**config.mk**
```make
export PLATFORM = sky130hd
export DESIGN_NAME = gpio_bank_irq
export DESIGN_NICKNAME = d
export VERILOG_FILES = /design/src/rtl/gpb_pkg.sv /design/src/rtl/gpb_sync.sv /design/src/rtl/gpb_line.sv /design/src/rtl/gpb_regs.sv /design/src/rtl/gpio_bank_irq.sv
export SDC_FILE = /design/constraint.sdc
export NUM_CORES = 1
export LEC_CHECK = 0
export ABC_CLOCK_PERIOD_IN_PS = 3800
export BUFFER_PORTS_ARGS = -buffer_cell sky130_fd_sc_hd__buf_2
export CAP_MARGIN = 20
export CELL_PAD_IN_SITES_DETAIL_PLACEMENT = 2
export CELL_PAD_IN_SITES_GLOBAL_PLACEMENT = 2
export CORE_UTILIZATION = 40
export DETAILED_ROUTE_END_ITERATION = 8
export PLACE_DENSITY = 0.8
export SLEW_MARGIN = 20
export SYNTH_ARGS = -nofsm -noshare
export SYNTH_HDL_FRONTEND = slang
export SYNTH_HIERARCHICAL = 1
export SYNTH_SLANG_ARGS = --single-unit
```
**constraint.sdc**
```tcl
create_clock -name clk -period 3.8 [get_ports clk]
set_input_delay 0.76 -clock clk [delete_from_list [all_inputs] [get_ports clk]]
set_output_delay 0.76 -clock clk [all_outputs]
set_load 0.05 [all_outputs]
```
**src/rtl/gpb_pkg.sv**
```systemverilog
package gpb_pkg;
  localparam int BUS_W  = 32;
  localparam int ADDR_W = 8;
  typedef logic [ADDR_W-1:0] addr_t;

  localparam addr_t A_MODE   = 8'h00;
  localparam addr_t A_DIR    = 8'h04;
  localparam addr_t A_DOUT   = 8'h08;
  localparam addr_t A_DIN    = 8'h0C;
  localparam addr_t A_STAT   = 8'h10;
  localparam addr_t A_CLR    = 8'h14;
  localparam addr_t A_MASK   = 8'h18;
  localparam addr_t A_MSKSET = 8'h1C;
  localparam addr_t A_POL    = 8'h20;
  localparam addr_t A_EDGE   = 8'h24;
  localparam addr_t A_BOTH   = 8'h4C;
  localparam addr_t A_INEN   = 8'h50;
endpackage

```
**src/rtl/gpb_sync.sv**
```systemverilog
module gpb_sync #(
  parameter int W = 32
) (
  input  logic         clk,
  input  logic         rst_n,
  input  logic [W-1:0] d_i,
  output logic [W-1:0] q_o
);
  logic [W-1:0] meta_q;
  logic [W-1:0] stab_q;

  always_ff @(posedge clk or negedge rst_n) begin
    if (!rst_n) begin
      meta_q <= '0;
      stab_q <= '0;
    end else begin
      meta_q <= d_i;
      stab_q <= meta_q;
    end
  end

  assign q_o = stab_q;
endmodule

```
**src/rtl/gpb_line.sv**
```systemverilog
module gpb_line (
  input  logic clk,
  input  logic rst_n,
  input  logic lvl_i,
  input  logic irq_mode_i,
  input  logic edge_i,
  input  logic pol_i,
  input  logic both_i,
  input  logic clr_i,
  output logic stat_o
);
  logic prev_q;
  logic stat_q;
  logic stat_d;
  logic rise;
  logic fall;
  logic hit;

  always_comb begin
    rise = lvl_i & ~prev_q;
    fall = ~lvl_i & prev_q;
    if (both_i) hit = rise | fall;
    else        hit = pol_i ? fall : rise;

    if (!irq_mode_i)  stat_d = 1'b0;
    else if (!edge_i) stat_d = lvl_i ^ pol_i;
    else              stat_d = hit | (stat_q & ~clr_i);
  end

  always_ff @(posedge clk or negedge rst_n) begin
    if (!rst_n) begin
      prev_q <= 1'b0;
      stat_q <= 1'b0;
    end else begin
      prev_q <= lvl_i;
      stat_q <= stat_d;
    end
  end

  assign stat_o = stat_q;
endmodule

```
**src/rtl/gpb_regs.sv**
```systemverilog
module gpb_regs
  import gpb_pkg::*;
#(
  parameter int LINES = 32
) (
  input  logic             clk,
  input  logic             rst_n,
  input  logic             psel,
  input  logic             pwrite,
  input  addr_t            paddr,
  input  logic [BUS_W-1:0] pwdata,
  input  logic [LINES-1:0] lvl_i,
  input  logic [LINES-1:0] stat_i,
  output logic [BUS_W-1:0] prdata,
  output logic [LINES-1:0] mode_o,
  output logic [LINES-1:0] dir_o,
  output logic [LINES-1:0] dout_o,
  output logic [LINES-1:0] mask_o,
  output logic [LINES-1:0] pol_o,
  output logic [LINES-1:0] edge_o,
  output logic [LINES-1:0] both_o,
  output logic [LINES-1:0] inen_o,
  output logic [LINES-1:0] clr_o
);
  logic             wr;
  logic [LINES-1:0] wbits;
  logic [LINES-1:0] mode_q, dir_q, dout_q, mask_q, pol_q, edge_q, both_q, inen_q;
  logic [LINES-1:0] mode_d, dir_d, dout_d, mask_d, pol_d, edge_d, both_d, inen_d;
  logic [LINES-1:0] rd;

  assign wr    = psel & pwrite;
  assign wbits = pwdata[LINES-1:0];

  always_comb begin
    mode_d = mode_q;
    dir_d  = dir_q;
    dout_d = dout_q;
    mask_d = mask_q;
    pol_d  = pol_q;
    edge_d = edge_q;
    both_d = both_q;
    inen_d = inen_q;
    clr_o  = '0;
    if (wr) begin
      case (paddr)
        A_MODE:   mode_d = wbits;
        A_DIR:    dir_d  = wbits;
        A_DOUT:   dout_d = wbits;
        A_CLR:    clr_o  = wbits;
        A_MASK:   mask_d = mask_q & wbits;
        A_MSKSET: mask_d = mask_q | wbits;
        A_POL:    pol_d  = wbits;
        A_EDGE:   edge_d = wbits;
        A_BOTH:   both_d = wbits;
        A_INEN:   inen_d = wbits;
        default:  ;
      endcase
    end
  end

  always_ff @(posedge clk or negedge rst_n) begin
    if (!rst_n) begin
      mode_q <= '0;
      dir_q  <= '0;
      dout_q <= '0;
      mask_q <= '0;
      pol_q  <= '0;
      edge_q <= '0;
      both_q <= '0;
      inen_q <= '0;
    end else begin
      mode_q <= mode_d;
      dir_q  <= dir_d;
      dout_q <= dout_d;
      mask_q <= mask_d;
      pol_q  <= pol_d;
      edge_q <= edge_d;
      both_q <= both_d;
      inen_q <= inen_d;
    end
  end

  always_comb begin
    case (paddr)
      A_MODE:  rd = mode_q;
      A_DIR:   rd = dir_q;
      A_DOUT:  rd = dout_q;
      A_DIN:   rd = lvl_i;
      A_STAT:  rd = stat_i;
      A_MASK:  rd = mask_q;
      A_POL:   rd = pol_q;
      A_EDGE:  rd = edge_q;
      A_BOTH:  rd = both_q;
      A_INEN:  rd = inen_q;
      default: rd = '0;
    endcase
    prdata = '0;
    prdata[LINES-1:0] = rd;
  end

  assign mode_o = mode_q;
  assign dir_o  = dir_q;
  assign dout_o = dout_q;
  assign mask_o = mask_q;
  assign pol_o  = pol_q;
  assign edge_o = edge_q;
  assign both_o = both_q;
  assign inen_o = inen_q;
endmodule

```
**src/rtl/gpio_bank_irq.sv**
```systemverilog
module gpio_bank_irq #(
  parameter int LINES = 32
) (
  input  logic             clk,
  input  logic             rst_n,
  input  logic             psel,
  input  logic             pwrite,
  input  logic [7:0]       paddr,
  input  logic [31:0]      pwdata,
  output logic [31:0]      prdata,
  input  logic [LINES-1:0] pin_in,
  output logic [LINES-1:0] pin_out,
  output logic [LINES-1:0] pin_oe,
  output logic             irq
);
  logic [LINES-1:0] mode_q, dir_q, dout_q, mask_q, pol_q, edge_q, both_q, inen_q;
  logic [LINES-1:0] clr_pulse;
  logic [LINES-1:0] lvl_s;
  logic [LINES-1:0] stat_q;

  gpb_regs #(.LINES(LINES)) u_regs (
    .clk    (clk),
    .rst_n  (rst_n),
    .psel   (psel),
    .pwrite (pwrite),
    .paddr  (paddr),
    .pwdata (pwdata),
    .lvl_i  (lvl_s),
    .stat_i (stat_q),
    .prdata (prdata),
    .mode_o (mode_q),
    .dir_o  (dir_q),
    .dout_o (dout_q),
    .mask_o (mask_q),
    .pol_o  (pol_q),
    .edge_o (edge_q),
    .both_o (both_q),
    .inen_o (inen_q),
    .clr_o  (clr_pulse)
  );

  gpb_sync #(.W(LINES)) u_sync (
    .clk   (clk),
    .rst_n (rst_n),
    .d_i   (pin_in & inen_q),
    .q_o   (lvl_s)
  );

  for (genvar n = 0; n < LINES; n++) begin : g_line
    gpb_line u_line (
      .clk        (clk),
      .rst_n      (rst_n),
      .lvl_i      (lvl_s[n]),
      .irq_mode_i (mode_q[n]),
      .edge_i     (edge_q[n]),
      .pol_i      (pol_q[n]),
      .both_i     (both_q[n]),
      .clr_i      (clr_pulse[n]),
      .stat_o     (stat_q[n])
    );
  end

  assign pin_out = dout_q;
  assign pin_oe  = ~mode_q & dir_q;
  assign irq     = |(stat_q & mask_q);
endmodule

```
# == Word level (Yosys, flattened, before mapping) ==
# Cells that the tools add are included.
# totals
reg_bits,384
latchBits,0
mem_bits_rw,0
romBits,0
in_bits,76
out_inout_bits,97
elab_cells,523
memories,0
# op_classes
add_sub_neg,0
multipliers,0
div_mod_pow,0
order_cmp,0
eq_ne,11
n_shift,0
n_mux,132
bitwise_logic,295
reduce_logical,11
# ops
op,n
one-hot mux 32 bit (10 select lines),1
bitwise AND 32 bit,4
2-to-1 mux 1 bit,128
bitwise AND 1 bit,97
NOT 1 bit,96
2-to-1 mux 32 bit,2
bitwise OR 1 bit,64
one-hot mux 32 bit (2 select lines),1
"equality test 8 x 5 -> 1 bit, second input constant",4
NOT 32 bit,1
bitwise OR 32 bit,1
OR reduction 32 bit,1
XOR 1 bit,32
"equality test 8 x 4 -> 1 bit, second input constant",2
"equality test 8 x 6 -> 1 bit, second input constant",2
"equality test 8 x 7 -> 1 bit, second input constant",2
AND reduction 2 bit,8
"equality test 8 x 3 -> 1 bit, second input constant",1
zero test 8 bit,1
nonzero test 2 bit,1

# == Logic depth before layout (Yosys ltp) ==
# Gate-level depths: netlist (run 1).
# logic_depth
word_depth,8
mapped_depth,8
mapped_depth_nobuf,6

# == Modules after synthesis ==
# Netlist (run 1), hierarchy kept.
# modules_own_cells
module,instances,cells_each,area_each_um2,seq_area_each_um2
gpb_regs,1,1034,12654.6,6406.1
gpb_line,32,13,132.6,50.0
gpb_sync,1,64,1601.5,1601.5
gpio_bank_irq,1,85,558.0,0.0

# == Worst setup path before layout (run 1) ==
# OpenSTA, ideal clock, no wires.
# synth_path
path_type,input port to output port
startpoint,input port paddr[0]
endpoint,output port prdata[24]
t_arrival_ps,2596
required_ps,3040
path_slack_ps,444
stages,6
path_buffers,2
path_cell_list,buf_2 -> or3b_1 -> or3_1 -> buf_2 -> or4_1 -> nand4_1
# synth_via
elab_chain_cells,2
word_cells_on_any_way,11
cone_classes,eq/ne: 9; mux: 1; reduce/logical: 1
# synth_lines
item,line,source
"start, declared",gpio_bank_irq.sv:8,"input logic [7:0] paddr,"
equality test 8 x 7 -> 1 bit (tied with other cells),gpb_regs.sv:84,case (paddr)
one-hot mux 32 bit (10 select lines) *,gpb_regs.sv:84,
"end, declared",gpio_bank_irq.sv:10,"output logic [31:0] prdata,"
# Every way passes the cells marked *; elsewhere a longest branch is shown, timed or not.

# == Worst setup path after layout (run 1) ==
# layout_path
startpoint,input port paddr[1]
endpoint,output port prdata[20]
# Same word-level chain as after synthesis.

==> results.tsv, run 1 <==
metric	value	unit
status	complete, but fails checks	
violations	DRC	
grt_pass1_wl	111000	µm
portBuffers	172	
max_freq	0.270	GHz
hp-class	in2async	
worst_path_max_delay_cell	and2_0	
synth_area_leader_cell	dfrtp_1	
critPathCaptureType	output pin	
nets	1945	
clockRootBuffer	clkbuf_16	
worstPathCellList	buf_2 > nor4b_1 > and2_0 > a22o_1 > or3_1 > buf_12	
ff2ff_setup_slack	2360	ps
finalCriticalPeriod	3710	ps
grt_antenna_before_repair	5	
yosys-top-cells-area	dfrtp_1 (50%), mux2_2 (13%), mux2i_1 (4.9%), ha_1 (4.2%), inv_1 (2.6%)	
power	9.32	mW
fin_area	0.0227	mm²
drive_gt1_share	30.7	%
syn_avg_cell_area	11.9	µm²
leakage	11.1	nW
fin_crit_sh	97.5	%
finish.utilization	48.5	%
io_pins	173	
die-area	0.0485	mm²
synth_ff_type	dfrtp_1	
drtPass1Iterations	7	
path_class	in2out	
cts_resized	0	
yosysSeqAreaShare	50.4	%
grt_pass1_vias	16800	
htreeDepth	2	
ant_nets	0	
cts_tree	built	
relSlewSlack	41.7	%
initial_core_util	40.8	%
critPathMaxFanout	11	
setup_tns	0	ps
drv_cap	0	
critical_path_buf_inv_count	2	
cts-hold-fix-buffers	0	
cp.arrival	2950	ps
gp_congestion	0.860	
synth-async-reset-ratio	100	%
core_area	0.0468	mm²
die_w	220	µm
numPlacedInstances	2365	
track_usage	31.0	%
synth_seq_cells	384	
vias	14700	
setup_viol	0	
rows	79	
fill_cells	4533	
grt_max_degree	93	
syn2layout_area_growth	19.0	%
cts.path.max_buffers	3	
grt-ovfl-total	0	
netlist_instances	1599	
cts_sinks	384	
place_area	0.0212	mm²
clk_pin_slew	60	ps
fin_cells	2444	
cts_buffers	45	
n_antenna_cell	0	
seq_area	0.00961	mm²
skew	10.2	ps
worst_slew_pin_slew	874	ps
vias_per_cell	6.01	
worstPathRequired	3040	ps
drc	12	
preCtsSetupSlack	212	ps
syn-cell-area	0.0191	mm²
whs	218	ps
ir_worst_vdd	0.265	mV
startpoint_type	primary input	
multi_input_area	0.00861	mm²
rsz0062_at_grt	false	
synth-edff-count	0	
fin_ws	94.5	ps
synth_top_cell_area_share	50.4	%
maxSlewViolCount	0	
drt_first_iter_violations	1017	
hold_viol	0	
wire_per_inst	30.2	µm
cts_setup_buffers	0	
wirelength	73800	µm
synth_cell_type_count	55	
critical_path.max_stage_delay	710	ps
hpwl	49100	µm
crit_family	simple AND/OR/NAND/NOR gates	
die_h	220	µm
syn_nets	1739	
ys_warn_count	6	
pwr_density_cell	411	mW/mm²
clk_latency	580	ps
-- routing by layer --
metal	GRT usage [%]	wire (µm)	vias to the layer above
li1	-	-	6108
met1	39.4	30500	7810
met2	50.8	35600	547
met3	5.26	4170	220
met4	16.1	3550	10
met5	0	65	-
-- sequential cells by signal, summed over array words and instances, names as in the netlist --
signal and count:
g_line.u_line/prev_q 32, g_line.u_line/stat_o 32, u_regs/both_o 32, u_regs/dir_o 32, u_regs/dout_o 32, u_regs/edge_o 32, u_regs/inen_o 32, u_regs/mask_o 32
u_regs/mode_o 32, u_regs/pol_o 32, u_sync/meta_q 32, u_sync/q_o 32
-- worst paths after layout --
kind | to | from | cells after the start
worst max-delay path | prdata[20] | paddr[1] | 6
worst min-delay path | u_sync/q_o[2]$_DFF_PN0_ | rst_n | 1
worst max register to register | g_line[12].u_line/stat_o$_DFF_PN0_ | u_sync/q_o[12]$_DFF_PN0_ | 5
worst min register to register | u_sync/q_o[5]$_DFF_PN0_ | u_sync/meta_q[5]$_DFF_PN0_ | 0
max in group asynchronous | u_regs/mode_o[31]$_DFFE_PN0P_ | rst_n | 2
min in group clk | u_sync/q_o[5]$_DFF_PN0_ | u_sync/meta_q[5]$_DFF_PN0_ | 0
-- where the power goes --
group          internal [mW]  leakage [nW]  total (mW)  switching [mW]
registers               4.17          5.34        4.27          0.0969
clock network           2.63         0.731        4.43            1.79
logic                  0.202          5.05       0.623           0.422
total                   7.01          11.1        9.32            2.31
-- kinds of logic after synthesis --
| family | synth area share (%) |
|---|---|
| AO/OA/AOI/OAI | 9.95 |
| XOR/XNOR | 1.47 |
| adder cells (fa/ha/maj) | 4.20 |
| buffers and inverters | 4.61 |
| flip-flops | 50.4 |
| multiplexers | 20.8 |
| AND/OR/NAND/NOR | 8.57 |
-- placed cells by master, fill, tap and decap left out, types with 32 or more instances in the layout --
cell type / n
mux2_1: 38
nand2_1: 39
inv_1: 130
buf_2: 157
and2_1: 65
ha_1: 64
nor2b_1: 32
mux2_2: 227
xor2_1: 32
a22oi_1: 60
o221a_1: 32
a21oi_1: 34
mux2i_1: 93
o221ai_1: 32
buf_4: 62
nor2_1: 93
dfrtp_1: 384
clkbuf_16: 47
-- Yosys cell counts (16+ instances only) --
library cell  number
buf_2             36
mux2_1            38
nor2b_1           32
nand2_1           40
mux2i_1           93
o2bb2ai_1         17
mux2_2           227
nor2_1            94
o21ai_0           25
o221a_1           32
and2_1            65
o221ai_1          32
xor2_1            32
ha_1              64
a21oi_1           34
o22ai_1           16
clkbuf_1          35
nand3_1           21
inv_1            130
dfrtp_1          384
a22oi_1           60
-- layout make-up --
| class | count | area share (%) |
|---|---|---|
| multi-input cells | 1001 | 38.0 |
| inverters | 130 | 2.15 |
| clock buffers | 67 | 5.92 |
| clock inverters | 12 | 0.624 |
| well taps | 607 | 3.35 |
| repair buffers | 243 | 7.62 |
| flip-flops and latches | 384 | 42.4 |
No activity file was read; power rests on OpenSTA's default activity.
==> inputs of run 2 (changes only) <==
--- a/config.mk
+++ b/config.mk
@@ -10,9 +10,9 @@
 export CAP_MARGIN = 20
 export CELL_PAD_IN_SITES_DETAIL_PLACEMENT = 2
 export CELL_PAD_IN_SITES_GLOBAL_PLACEMENT = 2
-export CORE_UTILIZATION = 40
+export CORE_UTILIZATION = 44
 export DETAILED_ROUTE_END_ITERATION = 8
-export PLACE_DENSITY = 0.8
+export PLACE_DENSITY = 0.86
 export SLEW_MARGIN = 20
 export SYNTH_ARGS = -nofsm -noshare
 export SYNTH_HDL_FRONTEND = slang
==> results.tsv, run 2 (synthesized netlist as in run 1, its figures left out) <==
metric	value	unit
setup_tns	0	ps
die-area	0.0442	mm²
critPathMaxFanout	16	
finalCriticalPeriod	3700	ps
clockRootBuffer	clkbuf_16	
path_class	in2out	
maxSlewViolCount	0	
cts_sinks	384	
layout_common_cells	dfrtp_1 (384), mux2_2 (227), buf_2 (160)	
cts-hold-fix-buffers	0	
met3_length	6360	µm
initial_core_util	45.0	%
worst_slew_pin_slew	824	ps
track_usage	39.2	%
rsz0062_at_grt	false	
hpwl	52700	µm
grt_max_degree	82	
vias_per_cell	6.41	
final_common_cell	dfrtp_1	
cts.path.max_buffers	3	
nets	1945	
wirelength	85200	µm
relSlewSlack	45.1	%
rows	75	
drt_first_iter_violations	1516	
leakage	11.1	nW
syn2layout_area_growth	18.3	%
grt_antenna_before_repair	4	
p_int	7.03	mW
cts_tree	built	
clk_pin_slew	60	ps
clk_latency	600	ps
grt_pass1_vias	17900	
drv_cap	0	
p_sw	2.43	mW
cp.arrival	2940	ps
startpoint	paddr[5]	
fin_ws	101	ps
cts_resized	0	
gp_congestion	0.891	
drtPass1Iterations	5	
pwr_density_cell	420	mW/mm²
dr_wl_met2	41100	µm
fin_crit_sh	97.3	%
fill_cells	4045	
pwr-share-clk	47.9	%
comb_power_share	6.8	%
htreeDepth	2	
cts_buffers	44	
drc	0	
power_frac_seq	45.2	%
critPathCaptureType	output pin	
wire_per_inst	35.3	µm
hp-class	in2async	
grt_pass1_wl	126000	µm
cts_setup_buffers	0	
setup_viol	0	
hold_viol	0	
numPlacedInstances	2336	
vias	15500	
ant_nets	0	
max_freq	0.270	GHz
status	finished, final reports clean	
die_w	210	µm
ir_worst_vdd	0.353	mV
die_h	210	µm
r2r-start	u_sync/q_o[30]$_DFF_PN0_	
portBuffers	172	
skew	14.2	ps
grt-ovfl-total	0	
core_area	0.0423	mm²
fin_area	0.0225	mm²
p_sw_share	25.7	%
highest_layer	met5	
place_area	0.0211	mm²
io_pins	173	
drive_gt1_share	30.9	%
worstPathRequired	3040	ps
startpoint_type	primary input	
m1WireLength	31800	µm
preCtsSetupSlack	197	ps
fin_cells	2415	
run 2: cell types whose count changed in the layout (fill, tap and decap cells not counted), sizes merged:
| cell | change |
|---|---|
| clkbuf | -9 |
| clkinv | +5 |
| bufinv | +2 |
| diode | +2 |
| buf | +1 |
run 2: metal layers:
| metal | GRT usage (%) | up-vias |
|---|---|---|
| met5 | 0 | - |
| met4 | 25.8 | 4 |
| met3 | 7.79 | 417 |
| met2 | 64.8 | 944 |
| met1 | 46.6 | 8032 |
| li1 | - | 6093 |
run 2: through the flow:
stage / utilization, % / power, mW / hold WS [ps]
after floorplan: - / 4.60 / 331
after global placement: 49.7 / 4.90 / 331
after detailed placement: 49.7 / 4.95 / 336
after CTS: 53.3 / 9.50 / 174
after global routing: 53.3 / 9.66 / 210
final: 53.3 / 9.46 / 155
run 2: worst paths after layout:
path	to	slack, ps	depth (start not counted)
worst max-delay path	prdata[24]	100	7
worst min register to register	u_sync/q_o[27]$_DFF_PN0_	350	0
worst min-delay path	u_regs/edge_o[2]$_DFFE_PN0P_	160	1
worst max register to register	g_line[30].u_line/stat_o$_DFF_PN0_	2060	4
min in group clk	u_sync/q_o[27]$_DFF_PN0_	350	0
max in group asynchronous	u_regs/inen_o[18]$_DFFE_PN0P_	2580	2
run 2: critical path: stages:
cell and delay (ps):
buf_2 250, or4_1 800, nor3_1 270, buf_4 190, o21ai_0 180, nand4_1 290, buf_12 180
run 2: area by class of cell:
class | count | area (µm²) | share of cell area [%]
Clock inverter | 19 | 233 | 1.03
Inverter | 130 | 488 | 2.16
Clock buffer | 58 | 1250 | 5.57
Sequential cell | 384 | 9610 | 42.6
Timing Repair Buffer | 244 | 1630 | 7.22
Multi-Input combinational cell | 1001 | 8600 | 38.2
Antenna cell | 2 | 5.00 | 0.0222
Tap cell | 577 | 722 | 3.20
run 2: power by group through the flow:
| stage | Combinational [mW] | Sequential [mW] | Clock [mW] |
|---|---|---|---|
| floorplan | 0.265 | 4.33 | 0 |
| global placement | 0.572 | 4.33 | 0 |
| detailed placement | 0.611 | 4.34 | 0 |
| CTS | 0.638 | 4.28 | 4.59 |
| global route | 0.673 | 4.28 | 4.70 |
| finish | 0.647 | 4.28 | 4.53 |
==> inputs of run 3 (changes only) <==
--- a/config.mk
+++ b/config.mk
@@ -13,6 +13,7 @@
 export CORE_UTILIZATION = 44
 export DETAILED_ROUTE_END_ITERATION = 8
 export PLACE_DENSITY = 0.86
+export REMOVE_ABC_BUFFERS = 1
 export SLEW_MARGIN = 20
 export SYNTH_ARGS = -nofsm -noshare
 export SYNTH_HDL_FRONTEND = slang
==> results.tsv, run 3 (synthesized netlist as in run 1, its figures left out) <==
metric	value	unit
critPathMaxFanout	13	
cp.arrival	2960	ps
power	9.54	mW
grt_max_degree	82	
vias	15200	
cts_tree	built	
hp-class	in2async	
pwr_density_cell	423	mW/mm²
critPathCaptureType	output pin	
drt_first_iter_violations	1128	
die-area	0.0442	mm²
nets	1939	
whs	183	ps
initial_core_util	45.0	%
ant_nets	0	
fin_crit_sh	97.9	%
drive_gt1_share	30.5	%
final_common_cell	dfrtp_1	
drc	0	
skew	18.8	ps
setup_tns	0	ps
portBuffers	172	
rows	75	
status	finished, final reports clean	
io_pins	173	
worstPathRequired	3040	ps
setup_viol	0	
grt_pass1_wl	121000	µm
vias_per_cell	6.32	
wirelength	80800	µm
hold_viol	0	
cts-hold-fix-buffers	0	
hpwl	48800	µm
max_freq	0.269	GHz
die_h	210	µm
maxSlewViolCount	0	
r2r-start	u_sync/q_o[20]$_DFF_PN0_	
ir_worst_vdd	0.320	mV
gp_congestion	0.867	
syn2layout_area_growth	18.3	%
cts_buffers	44	
cts_sinks	384	
track_usage	37.3	%
worst_slew_pin_slew	841	ps
grt-ovfl-total	0	
startpoint_type	primary input	
die_w	210	µm
path_class	in2out	
worst_path_max_delay_cell	or4b_4	
critical_path.max_stage_delay	560	ps
ff2ff_setup_slack	2300	ps
layout_common_cells	dfrtp_1 (384), mux2_2 (227), buf_2 (164)	
htreeDepth	2	
fill_cells	4034	
crit_end	prdata[10]	
rsz0062_at_grt	false	
seq_area	0.00961	mm²
grt_antenna_before_repair	7	
drtPass1Iterations	6	
clk_pin_slew	60	ps
startpoint	paddr[5]	
core_area	0.0423	mm²
finalCriticalPeriod	3720	ps
rr_endpoint	g_line[20].u_line/stat_o$_DFF_PN0_	
wire_per_inst	33.5	µm
clk_latency	600	ps
drv_cap	0	
worstPathCellList	buf_2 > buf_4 > or4b_4 > nor4_2 > buf_4 > a22oi_1 > nand2_1 > buf_2	
relSlewSlack	43.9	%
leakage	11.1	nW
grt_pass1_vias	17600	
clockRootBuffer	clkbuf_16	
cts.path.max_buffers	3	
multi_input_area	0.00861	mm²
reg2regPathDepth	4	
run 3: cell types whose count changed in the layout (fill, tap and decap cells not counted), sizes merged:
| cell | change |
|---|---|
| buf | -6 |
| clkbuf | +10 |
| inv | -1 |
| clkinv | -7 |
| diode | +1 |
| clkinvlp | +1 |
run 3: power breakdown:
part | internal, mW | switching (mW)
clock | 2.74 | 1.89
combinational | 0.201 | 0.439
sequential | 4.17 | 0.105
total | 7.11 | 2.43
run 3: area by class of cell:
class / count / area share, %
multi-input cells: 1001 / 38.2
clock buffers: 68 / 5.87
repair buffers: 238 / 7.03
well taps: 577 / 3.20
flip-flops and latches: 384 / 42.6
diodes: 3 / 0.0333
clock inverters: 12 / 0.893
inverters: 130 / 2.16
run 3: routing by layer:
layer	share of wire, %	track usage [%]
met2	49	62.9
met5	0.066	0
met1	38	44.1
met4	5.8	21.2
met3	7.0	7.99
run 3: repair_timing:
action / CTS / global route
setup endpoints to repair: 2 / 0
gates resized for setup: 1 / 0
setup buffers: 0 / 0
run 3: stage by stage:
stage | std cells | utilization [%] | instance area (µm²) | worst slack [ps]
finish | 2413 | 53.3 | 22500 | 81.0
detailed placement | 2330 | 49.6 | 21000 | 18.8
global placement | 2330 | 49.6 | 21000 | 99.4
CTS | 2410 | 53.3 | 22500 | 143
global route | 2412 | 53.3 | 22500 | 79.4
floorplan | 1515 | - | 18700 | 55.3
run 3: how the worst min path moves through the flow:
stage / endpoint / cells past startpoint / startpoint / slack [ps]
3_5_place_dp: u_sync/q_o[15]$_DFF_PN0_ / 0 / u_sync/meta_q[15]$_DFF_PN0_ / 340
6_report: u_regs/mode_o[30]$_DFFE_PN0P_ / 1 / rst_n / 180
5_1_grt: u_regs/mode_o[30]$_DFFE_PN0P_ / 1 / rst_n / 230
3_3_place_gp: u_sync/q_o[29]$_DFF_PN0_ / 0 / u_sync/meta_q[29]$_DFF_PN0_ / 330
4_1_cts: u_regs/mask_o[30]$_DFFE_PN0P_ / 1 / rst_n / 210
2_1_floorplan: u_sync/q_o[0]$_DFF_PN0_ / 0 / u_sync/meta_q[0]$_DFF_PN0_ / 330
run 3: critical path: cells and delay by family:
family | cells | cell delay (ps)
AO/OA/AOI/OAI | 1 | 170
buffers and inverters | 4 | 1080
AND/OR/NAND/NOR | 3 | 950
